## config.mk

```make
export PLATFORM = sky130hd
export DESIGN_NAME = moesi_snoop_ctrl
export DESIGN_NICKNAME = d
export VERILOG_FILES = /design/src/rtl/moesi_snoop_ctrl.sv
export SDC_FILE = /design/constraint.sdc
export NUM_CORES = 1
export LEC_CHECK = 0
export BUFFER_PORTS_ARGS = -buffer_cell sky130_fd_sc_hd__clkbuf_2
export CAP_MARGIN = 30
export CORE_ASPECT_RATIO = 0.6
export CORE_MARGIN = 5
export CORE_UTILIZATION = 52
export DETAILED_ROUTE_END_ITERATION = 16
export PLACE_DENSITY = 0.75
export SETUP_SLACK_MARGIN = 0.3
export SLEW_MARGIN = 20
export SYNTH_ARGS = -nofsm -noshare
export SYNTH_HDL_FRONTEND = slang
export SYNTH_SLANG_ARGS = --single-unit
```

## constraint.sdc

```tcl
create_clock -name clk -period 10.2 [get_ports clk]
set_input_delay 2.04 -clock clk [delete_from_list [all_inputs] [get_ports clk]]
set_output_delay 2.04 -clock clk [all_outputs]
set_load 0.02 [all_outputs]
```

## src/rtl/moesi_snoop_ctrl.sv

```systemverilog
module moesi_snoop_ctrl #(
  parameter int AW   = 12,
  parameter int IDXW = 2,
  parameter int DW   = 8
) (
  input  logic          clk,
  input  logic          rst_n,
  input  logic          cpu_req,
  input  logic          cpu_we,
  input  logic [AW-1:0] cpu_addr,
  input  logic [DW-1:0] cpu_wdata,
  output logic          cpu_done,
  output logic [DW-1:0] cpu_rdata,
  output logic          bus_req,
  input  logic          bus_gnt,
  output logic [1:0]    bus_cmd,
  output logic [AW-1:0] bus_addr,
  output logic [DW-1:0] bus_wdata,
  input  logic          bus_shared_in,
  input  logic [DW-1:0] bus_fill_data,
  input  logic          snp_valid,
  input  logic [1:0]    snp_cmd,
  input  logic [AW-1:0] snp_addr,
  output logic          snp_shared,
  output logic          snp_supply,
  output logic [DW-1:0] snp_data
);
  localparam int NLINES = 1 << IDXW;
  localparam int TAGW   = AW - IDXW;

  localparam logic [2:0] ST_I = 3'd0, ST_S = 3'd1, ST_E = 3'd2, ST_O = 3'd3, ST_M = 3'd4;
  localparam logic [1:0] C_RD = 2'd0, C_RDX = 2'd1, C_UPG = 2'd2, C_WB = 2'd3;

  logic [2:0]      st_q   [NLINES];
  logic [TAGW-1:0] tag_q  [NLINES];
  logic [DW-1:0]   data_q [NLINES];

  logic [IDXW-1:0] cidx, sidx;
  logic [TAGW-1:0] ctag, stag;
  logic [2:0]      cst, sst;
  logic            cmatch, smatch, hit_ok, need_wb, dirty_c, dirty_s;

  assign cidx    = cpu_addr[IDXW-1:0];
  assign ctag    = cpu_addr[AW-1:IDXW];
  assign cst     = st_q[cidx];
  assign cmatch  = (cst != ST_I) && (tag_q[cidx] == ctag);
  assign dirty_c = (cst == ST_M) || (cst == ST_O);
  assign hit_ok  = cmatch && (!cpu_we || cst == ST_M || cst == ST_E);
  assign need_wb = !cmatch && dirty_c;

  assign cpu_done  = cpu_req && hit_ok && !snp_valid;
  assign cpu_rdata = data_q[cidx];
  assign bus_req   = cpu_req && !hit_ok;
  assign bus_cmd   = need_wb ? C_WB : (!cpu_we ? C_RD : (cmatch ? C_UPG : C_RDX));
  assign bus_addr  = need_wb ? {tag_q[cidx], cidx} : cpu_addr;
  assign bus_wdata = data_q[cidx];

  assign sidx    = snp_addr[IDXW-1:0];
  assign stag    = snp_addr[AW-1:IDXW];
  assign sst     = st_q[sidx];
  assign smatch  = (sst != ST_I) && (tag_q[sidx] == stag);
  assign dirty_s = (sst == ST_M) || (sst == ST_O);

  assign snp_shared = snp_valid && smatch && (snp_cmd != C_WB);
  assign snp_supply = snp_valid && smatch && dirty_s && (snp_cmd == C_RD || snp_cmd == C_RDX);
  assign snp_data   = data_q[sidx];

  always_ff @(posedge clk) begin
    if (!rst_n) begin
      for (int i = 0; i < NLINES; i++) begin
        st_q[i]   <= ST_I;
        tag_q[i]  <= '0;
        data_q[i] <= '0;
      end
    end else if (snp_valid) begin
      if (smatch) begin
        case (snp_cmd)
          C_RD: begin
            if (sst == ST_M) st_q[sidx] <= ST_O;
            else if (sst == ST_E) st_q[sidx] <= ST_S;
          end
          C_RDX, C_UPG: st_q[sidx] <= ST_I;
          default: ;
        endcase
      end
    end else if (bus_req && bus_gnt) begin
      case (bus_cmd)
        C_WB:  st_q[cidx] <= ST_I;
        C_UPG: st_q[cidx] <= ST_M;
        C_RD: begin
          st_q[cidx]   <= bus_shared_in ? ST_S : ST_E;
          tag_q[cidx]  <= ctag;
          data_q[cidx] <= bus_fill_data;
        end
        default: begin
          st_q[cidx]   <= ST_M;
          tag_q[cidx]  <= ctag;
          data_q[cidx] <= bus_fill_data;
        end
      endcase
    end else if (cpu_done && cpu_we) begin
      data_q[cidx] <= cpu_wdata;
      st_q[cidx]   <= ST_M;
    end
  end
endmodule


```

==> metrics.csv <==
stage,metric,value,unit
outcome,status,"finished, final reports clean",
cts,Clock Tree Buf Depth,2,
routing,antenna-violating nets left,0,
sta,Tmin final,7.491,ns
floorplan,Die Y,87.11,um
setup_path,Worst setup SP type,input port,
sta,tightest slew margin relative to the limit,0.3638,
floorplan,I/O pin count,91,
final_layout,fin nets,507,
sta,slew at the pin with the worst max-slew slack,0.9278,ns
setup_path,Crit Path Category,input port to primary output,
place,Buffers on Ports,90,
sta,Fin. Hold Viols,0,
cts,root buf cell,clkbuf_16,
final_layout,"most common cell after layout, fill and taps aside",clkbuf_2,
routing,DRC,0,
synthesis,"Cell Area, Synth",5152,um^2
sta,Total Neg Setup Slack,0,ns
final_layout,FILL cells,749,
pwr,worst vdd ir,83.33,uV
final_layout,antenna cells,0,
floorplan,Die ar.,12060,um^2
cts,clock tree from TritonCTS,yes,
hold_path,Hold WC Path Type,flop to flop,
floorplan,Initial Utilization,0.5271,
grt,antenna violations before repair,0,
routing,WL/cell,21.23,um
routing,First-pass DRT Iterations,5,
setup_path,"Max FO, Critical Path",30,
cts,Clock transition at path regs,0.06,ns
synthesis,number of flops mapped to enable cells by yosys,84,
pwr,static leakage,2.356,nW
sta,# setup viols final,0,
synthesis,Netlist cell types,53,
pwr,Pwr Density,141.9,nW/um^2
setup_path,WP data arrival,5.45,ns
routing,Iter 0 DRT Violations,347,
floorplan,site row count,28,
final_layout,area delta synth->final,14.86,%
sta,Max Fclk,133.5,MHz
synthesis,register area share after synthesis,0.4896,
synthesis,share of flip-flops with an asynchronous set or reset,0,
grt,Overflow after GRT,0,
routing,Routed WL,12.61,mm
synthesis,Synth Instances,381,
setup_path,Crit. End Element,primary output,
synthesis,"Top FF cell, synth",edfxtp_1,
grt,total track usage,0.2148,
sta,clock skew,0.007708,ns
grt,number of global-route vias before repair,3567,
pwr,Pwr Total,0.8400,mW
cts,Post-CTS Repair Setup Buffers,0,
routing,total number of vias,3572,
cts,hold_buf cts,0,
flow_run,max_cap viols,0,
synthesis,Yosys reg bits,84,
place,RePlAce Congestion,0.8644,
cts,H-tree Lvls,3,
synthesis,Synth Net Count,433,
synthesis,number of synthesis warnings,0,
sta,period utilisation layout,0.7344,
final_layout,most frequent cells in the layout,"clkbuf_2, edfxtp_1, mux4_2",
final_layout,multi-input logic area,2422,um^2
cts,Post-CTS Resized,0,
sta,RSZ-0062 raised after global routing,no,
cts,worst skew pair latency,0.34,ns
floorplan,Placeable Area,9774,um^2
grt,pin count of the biggest net entering global routing,56,
place,Detailed Place HPWL,9.187,mm
sta,max-slew violations,0,
cts,CTS sink cnt,84,
final_layout,sequential cell area,2522,um^2
floorplan,die width,138.5,um
grt,global-route wire length before repair,19.55,mm
setup_path,Worst Path Required,8.16,ns
cts,total CTS buffers,9,
final_layout,fraction of layout cells with a size suffix above 1,0.3813,
synthesis,Syn Area/Cell,13.52,um^2
routing,Via density,6.013,
critical path, stage by stage:
cell      delay, ns
clkbuf_2       0.08
buf_4          0.43
mux4_2         0.60
nand2b_1       0.19
mux2i_1        0.74
nor2b_1        0.76
mux2_2         0.43
clkbuf_2       0.16
layer usage:
| metal | up-vias | wire length [um] | global-route usage |
|---|---|---|---|
| met5 | - | 0 | 0 |
| met4 | 0 | 221 | 0.07175 |
| met3 | 22 | 1459 | 0.06583 |
| met2 | 204 | 5659 | 0.3248 |
| met1 | 1721 | 5271 | 0.3001 |
| li1 | 1625 | - | - |
kinds of logic after synthesis:
| family | Yosys count | share of synthesized area |
|---|---|---|
| AO/OA/AOI/OAI | 33 | 0.05658 |
| multiplexers | 65 | 0.2241 |
| flip-flops | 84 | 0.4896 |
| buffers and inverters | 42 | 0.04298 |
| adder cells (fa/ha/maj) | 3 | 0.007286 |
| XOR/XNOR | 24 | 0.04080 |
| AND/OR/NAND/NOR | 130 | 0.1387 |
flip-flops by register name (all words and copies together) (netlist names):
| signal | flops |
|---|---|
| tag_q | 40 |
| data_q | 32 |
| st_q | 12 |
power by group:
| group | switching (mW) | internal [mW] | leakage (nW) |
|---|---|---|---|
| combinational | 0.0885 | 0.0618 | 1.36 |
| clock | 0.126 | 0.162 | 0.126 |
| sequential | 0.00732 | 0.394 | 0.868 |
synth_stat cells, drive strengths merged (2+ instances only):
master,instances,area share
a22oi,2,0.0029
mux4,39,0.17
nor2,35,0.025
inv,8,0.0058
edfxtp,84,0.49
a21oi,2,0.0019
nor3,14,0.017
clkbuf,13,0.0095
mux2,10,0.022
and3,31,0.038
nand4b,2,0.0034
xor2,7,0.012
nor2b,3,0.0036
xnor2,17,0.029
or4,2,0.0036
mux2i,16,0.031
buf,21,0.028
o21ai,7,0.010
nor4,2,0.0024
o41ai,2,0.0034
a22o,8,0.014
nand4,2,0.0024
a31oi,2,0.0024
nand2b,4,0.0049
ha,3,0.0073
nand3,4,0.0039
nor3b,2,0.0029
and2,11,0.013
nand2,14,0.010
worst paths after layout:
kind / startpoint / end / slack, ns / cells past startpoint
hold / removal: tag_q[2][6]$_SDFFCE_PN0P_ / st_q[0][0]$_SDFFCE_PN0P_ / 1.20 / 5
setup / recovery: cpu_addr[0] / bus_addr[4] / 2.71 / 8
hold reg to reg: tag_q[2][6]$_SDFFCE_PN0P_ / st_q[0][0]$_SDFFCE_PN0P_ / 1.20 / 5
setup reg to reg: tag_q[3][1]$_DFFE_PP_ / data_q[2][5]$_SDFFCE_PN0P_ / 6.40 / 8
cell type report:
class / instances / share of cell area
Clock buffer: 10 / 0.03869
Clock inverter: 5 / 0.005074
Inverter: 8 / 0.005074
Multi-Input combinational cell: 255 / 0.4093
Sequential cell: 84 / 0.4262
Tap cell: 135 / 0.02854
Timing Repair Buffer: 97 / 0.08710
through the flow:
step | cell area [um^2] | util | std cells | worst slack, ns | hold slack [ns]
after CTS | 5883 | 0.6019 | 591 | 2.679 | 1.185
final | 5918 | 0.6055 | 594 | 2.709 | 1.203
after floorplan | 5152 | - | 381 | 3.638 | 1.018
after global placement | 5624 | 0.5754 | 576 | 2.734 | 1.135
after global routing | 5918 | 0.6055 | 594 | 2.526 | 1.216
after detailed placement | 5624 | 0.5754 | 576 | 2.667 | 1.172
Note: power is estimated with default switching activity, not from simulation.
